<file path="config.mk">
export PLATFORM = sky130hd
export DESIGN_NAME = dac_word_loader
export DESIGN_NICKNAME = d
export VERILOG_FILES = /design/src/rtl/dac_load_pkg.sv /design/src/rtl/dac_phase_timer.sv /design/src/rtl/dac_byte_fmt.sv /design/src/rtl/dac_word_loader.sv
export SDC_FILE = /design/constraint.sdc
export NUM_CORES = 1
export LEC_CHECK = 0
export BUFFER_PORTS_ARGS = -buffer_cell sky130_fd_sc_hd__buf_4
export CAP_MARGIN = 25
export CORE_MARGIN = 8
export CORE_UTILIZATION = 50
export DETAILED_ROUTE_END_ITERATION = 10
export PLACE_DENSITY = 0.87
export SLEW_MARGIN = 5
export SYNTH_ARGS = -nofsm -noshare
export SYNTH_HDL_FRONTEND = slang
export SYNTH_HIERARCHICAL = 1
export SYNTH_SLANG_ARGS = --single-unit
export TNS_END_PERCENT = 10
</file>
<file path="constraint.sdc">
create_clock -name clk -period 1.9 [get_ports clk]
set_input_delay 0.19 -clock clk [delete_from_list [all_inputs] [get_ports clk]]
set_output_delay 0.19 -clock clk [all_outputs]
set_load 0.005 [all_outputs]
</file>
<file path="src/rtl/dac_load_pkg.sv">
package dac_load_pkg;
   typedef enum logic [2:0] {
      ST_IDLE, ST_CLR, ST_HI_SET, ST_HI_HOLD,
      ST_LO_SET, ST_CE, ST_CE_HOLD, ST_DONE
   } ld_state_e;
endpackage

</file>
<file path="src/rtl/dac_phase_timer.sv">
module dac_phase_timer #(
   parameter int CNT_W = 4
) (
   input  logic             clk,
   input  logic             rst_n,
   input  logic             load_i,
   input  logic [CNT_W-1:0] load_val_i,
   output logic             expired_o
);
   logic [CNT_W-1:0] cnt_q;

   always_ff @(posedge clk or negedge rst_n) begin
      if (!rst_n)             cnt_q <= '0;
      else if (load_i)        cnt_q <= load_val_i;
      else if (cnt_q != '0)   cnt_q <= cnt_q - 1'b1;
   end

   assign expired_o = (cnt_q == '0);

   AST_TIMER_COUNTS_DOWN: assert property (@(posedge clk) disable iff (!rst_n)
      (!load_i && cnt_q != '0) |=> (cnt_q == $past(cnt_q) - 1'b1));
endmodule

</file>
<file path="src/rtl/dac_byte_fmt.sv">
module dac_byte_fmt #(
   parameter int CODE_W = 12,
   parameter int BUS_W  = 8
) (
   input  logic [CODE_W-1:0] code_i,
   input  logic              hi_sel_i,
   output logic [BUS_W-1:0]  byte_o
);
   localparam int HI_BITS = CODE_W - BUS_W;

   logic [BUS_W-1:0] hi_byte;
   logic [BUS_W-1:0] lo_byte;

   generate
      if (HI_BITS < 1 || HI_BITS > BUS_W) begin : g_bad_split
         $error("dac_byte_fmt: CODE_W must exceed BUS_W by 1..BUS_W bits");
      end
      for (genvar b = 0; b < BUS_W; b++) begin : g_hi
         if (b < HI_BITS) begin : g_data
            assign hi_byte[b] = code_i[BUS_W + b];
         end else begin : g_pad
            assign hi_byte[b] = 1'b0;
         end
      end
   endgenerate

   assign lo_byte = code_i[BUS_W-1:0];
   assign byte_o  = hi_sel_i ? hi_byte : lo_byte;

   always_comb begin
      if (hi_sel_i && HI_BITS < BUS_W)
         AST_HI_PAD_ZERO: assert ((byte_o >> HI_BITS) == '0);
   end
endmodule

</file>
<file path="src/rtl/dac_word_loader.sv">
module dac_word_loader
   import dac_load_pkg::*;
#(
   parameter int CODE_W      = 12,
   parameter int BUS_W       = 8,
   parameter int SETUP_CYC   = 2,
   parameter int HOLD_CYC    = 2,
   parameter int CLR_LOW_CYC = 1,
   parameter int CE_LOW_CYC  = 1
) (
   input  logic              clk,
   input  logic              rst_n,
   input  logic              start_i,
   input  logic [CODE_W-1:0] code_i,
   input  logic              clear_req_i,
   output logic              busy_o,
   output logic              done_o,
   output logic [BUS_W-1:0]  dac_bus_o,
   output logic              dac_clr_n_o,
   output logic              dac_ce_n_o,
   output logic              dac_sel_o
);
   localparam int MAX_AB  = (SETUP_CYC > HOLD_CYC) ? SETUP_CYC : HOLD_CYC;
   localparam int MAX_CD  = (CLR_LOW_CYC > CE_LOW_CYC) ? CLR_LOW_CYC : CE_LOW_CYC;
   localparam int MAX_LEN = (MAX_AB > MAX_CD) ? MAX_AB : MAX_CD;
   localparam int CNT_W   = (MAX_LEN < 2) ? 1 : $clog2(MAX_LEN);

   generate
      if (SETUP_CYC < 1 || HOLD_CYC < 1) begin : g_bad_timing
         $error("dac_word_loader: setup and hold must be at least 1 cycle");
      end
      if (CLR_LOW_CYC < 1 || CE_LOW_CYC < 1) begin : g_bad_strobe
         $error("dac_word_loader: strobe widths must be at least 1 cycle");
      end
   endgenerate

   ld_state_e         state_q, state_d;
   logic [CODE_W-1:0] code_q;
   logic              expired;
   logic              tmr_load;
   logic [CNT_W-1:0]  tmr_val;
   logic [BUS_W-1:0]  fmt_byte;
   logic              hi_phase;

   function automatic logic [CNT_W-1:0] phase_len_m1(ld_state_e st);
      int len;
      case (st)
         ST_CLR:     len = CLR_LOW_CYC;
         ST_HI_SET:  len = SETUP_CYC;
         ST_HI_HOLD: len = HOLD_CYC;
         ST_LO_SET:  len = SETUP_CYC;
         ST_CE:      len = CE_LOW_CYC;
         ST_CE_HOLD: len = HOLD_CYC;
         default:    len = 1;
      endcase
      return CNT_W'(len - 1);
   endfunction

   always_comb begin
      state_d = state_q;
      case (state_q)
         ST_IDLE:    if (start_i) state_d = clear_req_i ? ST_CLR : ST_HI_SET;
         ST_CLR:     if (expired) state_d = ST_HI_SET;
         ST_HI_SET:  if (expired) state_d = ST_HI_HOLD;
         ST_HI_HOLD: if (expired) state_d = ST_LO_SET;
         ST_LO_SET:  if (expired) state_d = ST_CE;
         ST_CE:      if (expired) state_d = ST_CE_HOLD;
         ST_CE_HOLD: if (expired) state_d = ST_DONE;
         default:    state_d = ST_IDLE;
      endcase
   end

   assign tmr_load = (state_d != state_q);
   assign tmr_val  = phase_len_m1(state_d);

   always_ff @(posedge clk or negedge rst_n) begin
      if (!rst_n) begin
         state_q <= ST_IDLE;
         code_q  <= '0;
      end else begin
         state_q <= state_d;
         if (state_q == ST_IDLE && start_i) code_q <= code_i;
      end
   end

   dac_phase_timer #(.CNT_W(CNT_W)) i_timer (
      .clk        (clk),
      .rst_n      (rst_n),
      .load_i     (tmr_load),
      .load_val_i (tmr_val),
      .expired_o  (expired)
   );

   assign hi_phase = (state_q == ST_HI_SET) || (state_q == ST_HI_HOLD);

   dac_byte_fmt #(.CODE_W(CODE_W), .BUS_W(BUS_W)) i_fmt (
      .code_i   (code_q),
      .hi_sel_i (hi_phase),
      .byte_o   (fmt_byte)
   );

   assign busy_o      = (state_q != ST_IDLE);
   assign done_o      = (state_q == ST_DONE);
   assign dac_clr_n_o = (state_q != ST_CLR);
   assign dac_ce_n_o  = (state_q != ST_CE);
   assign dac_sel_o   = (state_q == ST_HI_SET);
   assign dac_bus_o   = (state_q == ST_IDLE || state_q == ST_CLR) ? '0 : fmt_byte;

   AST_IDLE_LEVELS: assert property (@(posedge clk) disable iff (!rst_n)
      !busy_o |-> (dac_clr_n_o && dac_ce_n_o && !dac_sel_o && dac_bus_o == '0));
   AST_STROBES_SEL_LOW: assert property (@(posedge clk) disable iff (!rst_n)
      (!dac_clr_n_o || !dac_ce_n_o) |-> !dac_sel_o);
   AST_BUS_STABLE_AT_LATCH: assert property (@(posedge clk) disable iff (!rst_n)
      $fell(dac_sel_o) |-> $stable(dac_bus_o));
   AST_DONE_SINGLE: assert property (@(posedge clk) disable iff (!rst_n)
      done_o |=> !done_o);
   AST_CODE_FROZEN_WHILE_BUSY: assert property (@(posedge clk) disable iff (!rst_n)
      busy_o |=> $stable(code_q));
   AST_CE_BUS_STABLE: assert property (@(posedge clk) disable iff (!rst_n)
      (!dac_ce_n_o && !$past(dac_ce_n_o)) |-> $stable(dac_bus_o));
endmodule

</file>
After elaboration in Yosys (flattened, before gate mapping). Cells that the tools add are included.

Register bits: 16. Input port bits: 16. Output and inout port bits: 13. Word-level logic and storage cells: 39.

Add/subtract/negate cells: 2. Eq/ne operators: 14. Muxes and demuxes: 14. Reductions and logical operators: 6.

Operators with widths (count): 2-to-1 mux 3 bit (7); case mux 3 bit (7 select lines) (1); == test 3 bit (second input constant) (6); 2-to-1 mux 8 bit (2); == test 3 x 2 -> 1 bit (second input constant) (4); OR reduction 4 bit (1); == test 3 x 1 -> 1 bit (second input constant) (1); zero test 3 bit (1); 2-to-1 mux 1 bit (3); inequality test 3 x 1 -> 1 bit (second input constant) (1); inequality test 3 bit (1); inequality test 3 bit (second input constant) (1); nonzero test 3 bit (1); logical OR 1 bit (2); 2-to-1 mux 2 bit (1); subtractor 1 bit (second input constant) (2); logical AND 1 bit (1).

Logic depth before layout (Yosys ltp). Gate-level depths: netlist of the first run.

Depth after elaboration: 8. Mapped depth: 6. Mapped depth without buffers: 4.

By module. The synthesis of the first run kept the hierarchy.

Modules (own cells, without submodules): dac_word_loader (times used 1, cells each 69, area an instance 815.8 sq um); dac_byte_fmt (times used 1, cells each 9, area an instance 106.4 sq um); dac_phase_timer (times used 1, cells each 3, area an instance 35.0 sq um).

Least setup slack after synthesis of the first run. Ideal clock, no wire load.

Kind: register to register. Start point: register state_q[2]. End point: register code_q[0]. Library setup time: 0.125 ns. Data arrival time: 1.452 ns. Data required time: 1.775 ns. Path slack: 0.323 ns. Cell stages (with the launch flop): 6. Buffers on the path: 2. Clock period less this slack: 1.577 ns. Cell sequence: dfrtp_1 buf_6 or3_4 nor2_8 buf_12 mux2_4.

Word-level cells in the longest chain between the ends: 2.

RTL lines: start: declaration (line dac_word_loader.sv:37) `ld_state_e state_q, state_d;`; start signal: assignment (line dac_word_loader.sv:81) `state_q <= state_d;`; zero test 3 bit (line dac_word_loader.sv:82) `if (state_q == ST_IDLE && start_i) code_q <= code_i;`; logical AND 1 bit (line dac_word_loader.sv:82); end signal: assignment (line dac_word_loader.sv:82); end: declaration (line dac_word_loader.sv:38) `logic [CODE_W-1:0] code_q;`.

No other way between the ends. A chain may end at the register's enable or synchronous reset.

Worst setup path in the final report of the first run.
Start point: register state_q[1]. End point: output dac_bus_o[1].

Word-level cells in the longest chain between the ends: 4. Elaborated cells between the ends (all ways): 8. Those cells by class: 3 x eq/ne; 2 x mux; 3 x reduce/logical.

RTL lines: == test 3 x 2 -> 1 bit (line dac_word_loader.sv:94) `assign hi_phase = (state_q == ST_HI_SET) || (state_q == ST_HI_HOLD);`; logical OR 1 bit * (line dac_word_loader.sv:94); named net hi_phase (line dac_word_loader.sv:43) `logic hi_phase;`; 2-to-1 mux 8 bit * (line dac_byte_fmt.sv:28) `assign byte_o = hi_sel_i ? hi_byte : lo_byte;`; named net fmt_byte[1] (line dac_word_loader.sv:42) `logic [BUS_W-1:0] fmt_byte;`; 2-to-1 mux 8 bit * (line dac_word_loader.sv:107) `assign dac_bus_o = (state_q == ST_IDLE || state_q == ST_CLR) ? '0 : fmt_byte;`; end: declaration (line dac_word_loader.sv:18) `output logic [BUS_W-1:0] dac_bus_o,`.

Mark *: on every way through the listed nets, which the timed path passes. The rest lies on a longest branch.

==> reports/summary.txt, run 1 <==
Outcome - finished clean
Synth unique cells - 25
Ports - 29
Core ar. - 1880 um^2
Syn Area/Cell - 11.8 um^2
Most frequent cell after synthesis - dfrtp_1
GRT overflow - 0
Placed cells - 133
# Max-Cap Violations - 0
Mux contribution to synthesized area - 24.3%
Synth async-reset ratio - 100%
Syn Inst Count - 81
Most instantiated cells after synthesis - dfrtp_1, mux2_4, nor2b_1
Antenna Violating Nets Remaining - 0
Chip Width - 59.8 um
Register area share after synthesis - 41.8%
RSZ-0062 raised after global routing - false
Post-DP HPWL - 1.64 mm
Layout area overhead - 30.7%
Vias in the first global route - 818
CP endpoint kind - primary output
Initial Utilization - 50.9%
Adder-cell share of the synthesized area - 0%
H-tree Lvls - 1
Final instance area - 1250 um^2
Root buffer cell - clkbuf_4
CTS tree - built
Die area - 3570 um^2
Largest net degree at the start of global routing - 17
Pwr Density - 1720 nW/um^2
DRT Pass-1 Iters - 4
Global-route wire length before repair - 3.67 mm
Rows - 16
Synthesized flop and latch total - 16
Setup Skew - 0.00831 ns
Initial drt markers - 19
Deepest clock path buffer count - 2
# diodes - 0
FMAX - 559 MHz
EDFF count, synth - 0
Yosys top cell by area - dfrtp_1
Final non-filler cell total - 143
Layout cells sized above 1 - 52.6%
Initial antenna violation count - 0
Crit start category - flop
Peak fanout along the critical path - 8
Slew of the pin with the lowest slew margin - 0.566 ns
Crit Path Class - flop to primary output
Critical path required time - 1.71 ns
Slew headroom - 62.1%
Synthesized Nets - 97
Share of the synthesized area in the top cell type - 41.8%
Synth Area in Simple Gates - 18.4%
Total track usage - 13.7%
Arrival time at the worst endpoint - 1.60 ns
Setup tns final - 0 ns
Compound-cell area share of the yosys netlist - 8.24%
XOR/XNOR Fraction of Synth Area - 0%
# clock sinks - 16
# setup viols final - 0
Final wirelength - 2.27 mm
DRC viols - 0
Final min period - 1.79 ns
Power Total - 2.16 mW
Main combinational cell family by area after synthesis - multiplexers
Synth Flop Type - dfrtp_1
Slew Viols, Final - 0
Die Ht - 59.8 um
Nets@finish - 134
Period utilisation layout - 94.1%
Final hold vios - 0
Lkg Pwr - 0.623 nW
IO buf count - 28
GP Congestion - 0.778
Num CTS Buffers - 3
VDD IR max - 0.879 mV
Worst-Skew Late Latency - 0.28 ns
Vias/cell - 5.21
Yosys warning count - 6
Worst Hold Class - input port to flop
Synth area leaders - dfrtp_1, mux2_4, nor2b_1, and2b_2, buf_6
Wirelength per Cell - 15.9 um
Placed Instance Area - 1170 um^2
Vias - 745
Clock transition at path regs - 0.09 ns
Mapped cell area - 957 um^2
==> repair_timing <==
action	in CTS	in global routing
gates cloned	0	0
endpoints found under the setup margin	8	6
hold buffers	1	0
resized for setup	1	1
pin swaps	0	0
setup buffers	2	4
hold endpoints to repair	16	0
==> flip-flops by register name (all words and copies together) (netlist names) <==
| register | flops |
|---|---|
| i_timer/cnt_q | 1 |
| code_q | 12 |
| state_q | 3 |
==> report_power, final <==
group	internal [mW]	total, mW	switching, mW
combinational	0.820	1.37	0.550
sequential	0.520	0.617	0.0969
clock	0.0735	0.170	0.0968
total	1.41	2.16	0.744
==> area by class of cell <==
cell class | instances | area, um^2
clock buffers | 3 | 22.5
inverters | 5 | 18.8
multi-input cells | 55 | 488
well taps | 27 | 33.8
flip-flops and latches | 16 | 403
repair buffers | 37 | 285
fillers | 162 | 631
==> cell usage in the layout, fill, tap and decap left out, types with 2 or more instances in the layout <==
cell type	synthesis	layout
buf_4	0	35
mux2_4	14	14
dfrtp_1	16	14
nor2b_1	9	9
inv_1	5	5
nand2_1	5	5
o21ai_0	4	4
and2b_2	4	4
nor2_1	3	3
clkbuf_4	0	3
a21oi_1	2	2
o221ai_1	2	2
dfrtp_2	0	2
==> per-stage QoR <==
step	util (%)	hold slack [ns]	setup WS [ns]
CTS	64.6	0.121	0.0390
global route	66.5	0.120	0.00414
detailed placement	62.0	0.0625	0.188
finish	66.5	0.123	0.111
global placement	62.0	0.0584	0.234
floorplan	-	-0.106	0.323
==> critical path: stages, from the launching register on <==
cell,delay (ns)
dfrtp_2,0.42
inv_1,0.11
nor2_1,0.05
buf_4,0.16
mux2_4,0.29
nor2b_1,0.13
buf_4,0.16
==> final timing paths <==
| kind | to | start | slack [ns] | depth (start not counted) |
|---|---|---|---|---|
| setup / recovery | dac_bus_o[1] | state_q[1] | 0.11 | 6 |
| hold / removal | code_q[4] | code_i[4] | 0.12 | 2 |
| setup reg to reg | code_q[3] | state_q[1] | 0.20 | 4 |
| hold reg to reg | code_q[4] | code_q[4] | 0.50 | 1 |
| max in group asynchronous | state_q[2] | rst_n | 1.39 | 2 |
| min in group asynchronous | code_q[11] | rst_n | 0.31 | 2 |
==> logic make-up (layout without fill, tap and decap cells) <==
family,after synthesis,in the layout
simple gates,27,27
mux,16,16
flops,16,16
compound gates,12,12
buf+inv,10,45
==> layer usage <==
layer  global-route usage (%)  wire (um)  up-vias
met5                        0          0        -
met4                     7.14         38        0
met3                     3.66        170        4
met2                     24.6       1110       33
met1                     14.1        945      361
li1                         -          -      347
Note: power is estimated with default switching activity, not from simulation.
==> run 2, diff against run 1 <==
--- a/config.mk
+++ b/config.mk
@@ -7,10 +7,13 @@
 export LEC_CHECK = 0
 export BUFFER_PORTS_ARGS = -buffer_cell sky130_fd_sc_hd__buf_4
 export CAP_MARGIN = 25
+export CELL_PAD_IN_SITES_DETAIL_PLACEMENT = 1
+export CELL_PAD_IN_SITES_GLOBAL_PLACEMENT = 2
 export CORE_MARGIN = 8
-export CORE_UTILIZATION = 50
+export CORE_UTILIZATION = 31
 export DETAILED_ROUTE_END_ITERATION = 10
-export PLACE_DENSITY = 0.87
+export PLACE_DENSITY = 0.85
+export RECOVER_POWER = 50
 export SLEW_MARGIN = 5
 export SYNTH_ARGS = -nofsm -noshare
 export SYNTH_HDL_FRONTEND = slang
==> run 2 against run 1 <==
  * Maximum frequency decreased by 1.3%
  * Sequential power grew 3%
  * Critical path depth fell by 1
  * Clock power hardly changed
  * Critical endpoint is now dac_bus_o[2]
  * Highest routed layer unchanged
==> reports/summary.txt, run 2 (synthesis gave the netlist of run 1 again) <==
Clock transition at path regs - 0.09 ns
Slew Viols, Final - 0
# Max-Cap Violations - 0
Final worst setup slack - 0.0876 ns
Placed Instance Area - 1190 um^2
Nets@finish - 132
Most common cell after layout, fill and taps aside - buf_4
VDD IR max - 0.487 mV
Ordered list of cells on the worst path - nor2_1 -> buf_4 -> mux2_4 -> nor2b_1 -> buf_4
Setup Skew - 0.00608 ns
CP endpoint kind - primary output
Peak fanout along the critical path - 10
Wirelength per Cell - 15.0 um
Die Ht - 71.6 um
Rows - 20
Top reg by flops - code_q
Final min period - 1.81 ns
IO buf count - 28
DRT Pass-1 Iters - 2
CP Buf/Inv Count - 2
Total track usage - 8.81%
Setup tns final - 0 ns
GRT overflow - 0
Largest net degree at the start of global routing - 17
Outcome - finished clean
Slew headroom - 42.5%
Worst Hold Class - input port to flop
RSZ-0062 raised after global routing - false
Worst reg2reg startpoint - state_q[2]
Worst-Skew Late Latency - 0.28 ns
CP dominant cell by count - buf_4
Worst path slowest cell - dfrtp_2
CTS tree - built
Final wirelength - 2.21 mm
Biggest regs - code_q: 12 flops, state_q: 3 flops, i_timer/cnt_q: 1 flops
Post-DP HPWL - 1.74 mm
# setup viols final - 0
# diodes - 0
Deepest clock path buffer count - 2
Vias/cell - 4.86
H-tree Lvls - 1
Most frequent cells in the layout - buf_4, mux2_4, dfrtp_1
Pre-CTS worst setup slack - 0.185 ns
Hold path start - code_i[4]
Global-route wire length before repair - 3.63 mm
Layout area overhead - 28.2%
Chip Width - 71.6 um
Max reg flops - 12
Largest stage delay, worst path - 0.48 ns
Period utilisation layout - 95.4%
Initial antenna violation count - 0
Initial drt markers - 13
Root buffer cell - clkbuf_4
Core ar. - 3000 um^2
Crit start category - flop
Layout cells sized above 1 - 50.0%
Slew of the pin with the lowest slew margin - 0.863 ns
CP top delay family - flip-flops
Arrival time at the worst endpoint - 1.62 ns
Critical path required time - 1.71 ns
Num CTS Buffers - 3
Lkg Pwr - 0.590 nW
Vias - 714
Vias in the first global route - 766
Crit Path Class - flop to primary output
GP Congestion - 0.762
Final hold vios - 0
DRC viols - 0
Initial Utilization - 31.9%
Ports - 29
Die area - 5120 um^2
Final instance area - 1230 um^2
FMAX - 552 MHz
# clock sinks - 16
Pwr Density - 1700 nW/um^2
Antenna Violating Nets Remaining - 0
Setup crit start - state_q[2]
[run 2: cell types whose count changed in the layout (fill, tap and decap cells not counted), sizes merged]
cell	before	now
buf	35	29
clkbuf	3	8
dlymetal6s2s	1	0
[run 2: worst paths after layout]
path,end,slack (ns),cells past startpoint
max in group asynchronous,state_q[2],0.78,2
worst min register to register,code_q[4],0.50,1
worst max-delay path,dac_bus_o[2],0.09,5
worst min-delay path,code_q[4],0.12,2
worst max register to register,code_q[3],0.22,3
min in group asynchronous,code_q[8],0.53,2
[run 2: metrics by stage]
stage          instances  hold WS (ns)  util (%)  power [mW]
2_1_floorplan         81        -0.106         -        1.50
3_3_place_gp         141        0.0581      39.6        1.89
3_5_place_dp         141        0.0642      39.6        1.92
4_1_cts              145         0.116      40.7        2.10
5_1_grt              147         0.111      40.9        2.26
6_report             147         0.123      40.9        2.09
[run 2: final cells by class]
cell class	count	area (um^2)
inverter	5	18.8
tap	33	41.3
sequential	16	403
timing repair buffer	35	254
multi-input combinational	55	488
fill	340	1780
clock buffer	3	22.5
[run 2: worst register-to-register path, delay by kind of cell (launching register included)]
kind,cells,cell delay (ns)
mux,1,0.38
flops,1,0.48
simple gates,2,0.73
[run 2: what timing repair did]
action,CTS,global route
hold buffers,1,0
endpoints found under the hold margin,16,0
resized for setup,0,2
setup buffers,0,2
setup endpoints to repair,0,8
[run 2: power breakdown]
part | switching (mW) | leakage (nW) | total, mW | internal, mW
sequential | 0.114 | 0.189 | 0.634 | 0.520
clock | 0.0993 | 0.0138 | 0.173 | 0.0735
combinational | 0.504 | 0.386 | 1.28 | 0.777
[run 2: metal layers]
| layer | GRT usage [%] | vias up | share of wire, % |
|---|---|---|---|
| li1 | - | 342 | - |
| met1 | 10.2 | 347 | 46 |
| met2 | 13.9 | 23 | 45 |
| met3 | 3.49 | 2 | 8.4 |
| met4 | 4.08 | 0 | 0.27 |
| met5 | 0 | - | 0 |
==> run 3, diff against run 2 <==
--- a/config.mk
+++ b/config.mk
@@ -7,12 +7,12 @@
 export LEC_CHECK = 0
 export BUFFER_PORTS_ARGS = -buffer_cell sky130_fd_sc_hd__buf_4
 export CAP_MARGIN = 25
-export CELL_PAD_IN_SITES_DETAIL_PLACEMENT = 1
-export CELL_PAD_IN_SITES_GLOBAL_PLACEMENT = 2
+export CELL_PAD_IN_SITES_DETAIL_PLACEMENT = 0
+export CELL_PAD_IN_SITES_GLOBAL_PLACEMENT = 1
 export CORE_MARGIN = 8
-export CORE_UTILIZATION = 31
+export CORE_UTILIZATION = 38
 export DETAILED_ROUTE_END_ITERATION = 10
-export PLACE_DENSITY = 0.85
+export PLACE_DENSITY = 0.86
 export RECOVER_POWER = 50
 export SLEW_MARGIN = 5
 export SYNTH_ARGS = -nofsm -noshare
==> run 3 against run 2 <==
  * Clock skew shrank 0.0044 ns
  * Global-route usage grew 0.81 points
  * Cell area shrank 0.41%
  * Highest routed layer unchanged
==> reports/summary.txt, run 3 (synthesis gave the netlist of run 1 again) <==
DRC viols - 0
Rows - 18
RSZ-0062 raised after global routing - false
Worst path slowest cell - dfrtp_2
Final non-filler cell total - 143
CP dominant cell by count - buf_4
Deepest clock path buffer count - 2
Most frequent cells in the layout - buf_4, mux2_4, dfrtp_1
H-tree Lvls - 1
R2r setup slk - 0.19 ns
Outcome - finished clean
Layout cells sized above 1 - 49.6%
Worst Hold Class - input port to flop
Root buffer cell - clkbuf_4
DRT Pass-1 Iters - 4
Core ar. - 2430 um^2
Period utilisation layout - 94.7%
Die area - 4380 um^2
Biggest regs - code_q: 12 flops, state_q: 3 flops, i_timer/cnt_q: 1 flops
Initial drt markers - 46
GRT overflow - 0
Die Ht - 66.2 um
Fill count - 230
Setup Skew - 0.00164 ns
Crit start category - flop
Final min period - 1.80 ns
Placed cells - 136
Final hold vios - 0
Slew of the pin with the lowest slew margin - 0.886 ns
Post-DP HPWL - 1.56 mm
Pwr Density - 1720 nW/um^2
CTS tree - built
Slew Viols, Final - 0
Vias - 709
Peak fanout along the critical path - 8
Largest stage delay, worst path - 0.42 ns
Total track usage - 9.61%
Num CTS Buffers - 3
Antenna Violating Nets Remaining - 0
Initial antenna violation count - 0
Clock transition at path regs - 0.10 ns
Final wirelength - 2.07 mm
Lkg Pwr - 0.587 nW
Initial Utilization - 39.4%
# Max-Cap Violations - 0
Wirelength per Cell - 14.4 um
Nets@finish - 130
CP Buf/Inv Count - 3
Slew headroom - 40.9%
Ports - 29
GP Congestion - 0.907
# setup viols final - 0
Arrival time at the worst endpoint - 1.61 ns
Crit Path Class - flop to primary output
Layout area overhead - 27.7%
Chip Width - 66.2 um
Global-route wire length before repair - 3.38 mm
Critical path required time - 1.71 ns
Vias in the first global route - 710
# diodes - 0
# clock sinks - 16
FMAX - 556 MHz
CP endpoint kind - primary output
VDD IR max - 0.880 mV
Hold slack - 0.127 ns
Top reg by flops - code_q
Worst-Skew Late Latency - 0.28 ns
Ordered list of cells on the worst path - inv_1 -> nor2_1 -> buf_4 -> mux2_4 -> nor2b_1 -> buf_4
Most common cell after layout, fill and taps aside - buf_4
IO buf count - 28
Largest net degree at the start of global routing - 17
Setup tns final - 0 ns
Max reg flops - 12
Vias/cell - 4.96
CP top delay family - buffers and inverters
==> run 3: final timing paths <==
path / startpoint / cells past startpoint / to
setup reg to reg: state_q[1] / 4 / code_q[3]
setup / recovery: state_q[1] / 6 / dac_bus_o[1]
max in group asynchronous: rst_n / 2 / state_q[2]
hold reg to reg: code_q[4] / 1 / code_q[4]
min in group asynchronous: rst_n / 2 / code_q[2]
hold / removal: code_i[4] / 2 / code_q[4]
==> run 3: final cells by class <==
cell class,count,area (um^2),share of cell area [%]
well taps,30,37.5,3.07
multi-input cells,55,488,39.9
inverters,5,18.8,1.54
repair buffers,33,239,19.5
flip-flops and latches,16,403,33.0
clock buffers,4,36.3,2.97
==> run 3: per-stage QoR <==
step,instance area [um^2],total power [mW],setup WS (ns),utilization [%]
3_5_place_dp,1170,1.88,0.183,48.1
2_1_floorplan,957,1.50,0.323,-
3_3_place_gp,1170,1.84,0.214,48.1
4_1_cts,1230,2.13,0.0301,50.4
5_1_grt,1220,2.27,0.00522,50.3
6_report,1220,2.11,0.101,50.3
==> run 3: per-layer routing <==
| metal | GRT usage (%) | wire, um |
|---|---|---|
| met5 | 0 | 0 |
| met4 | 3.20 | 9 |
| met2 | 14.7 | 874 |
| met1 | 11.8 | 949 |
| met3 | 4.07 | 232 |
==> run 3: report_power, final <==
group	internal (mW)	total (mW)	switching (mW)
clock network	0.116	0.223	0.107
registers	0.519	0.616	0.0965
logic	0.754	1.27	0.512
total	1.39	2.11	0.715
==> run 3: timing repair <==
item / in CTS / in global routing
setup buffers: 1 / 1
resized for setup: 2 / 0
hold buffers: 1 / 0
endpoints found under the hold margin: 16 / 0
pin swaps: 0 / 0
endpoints found under the setup margin: 8 / 4
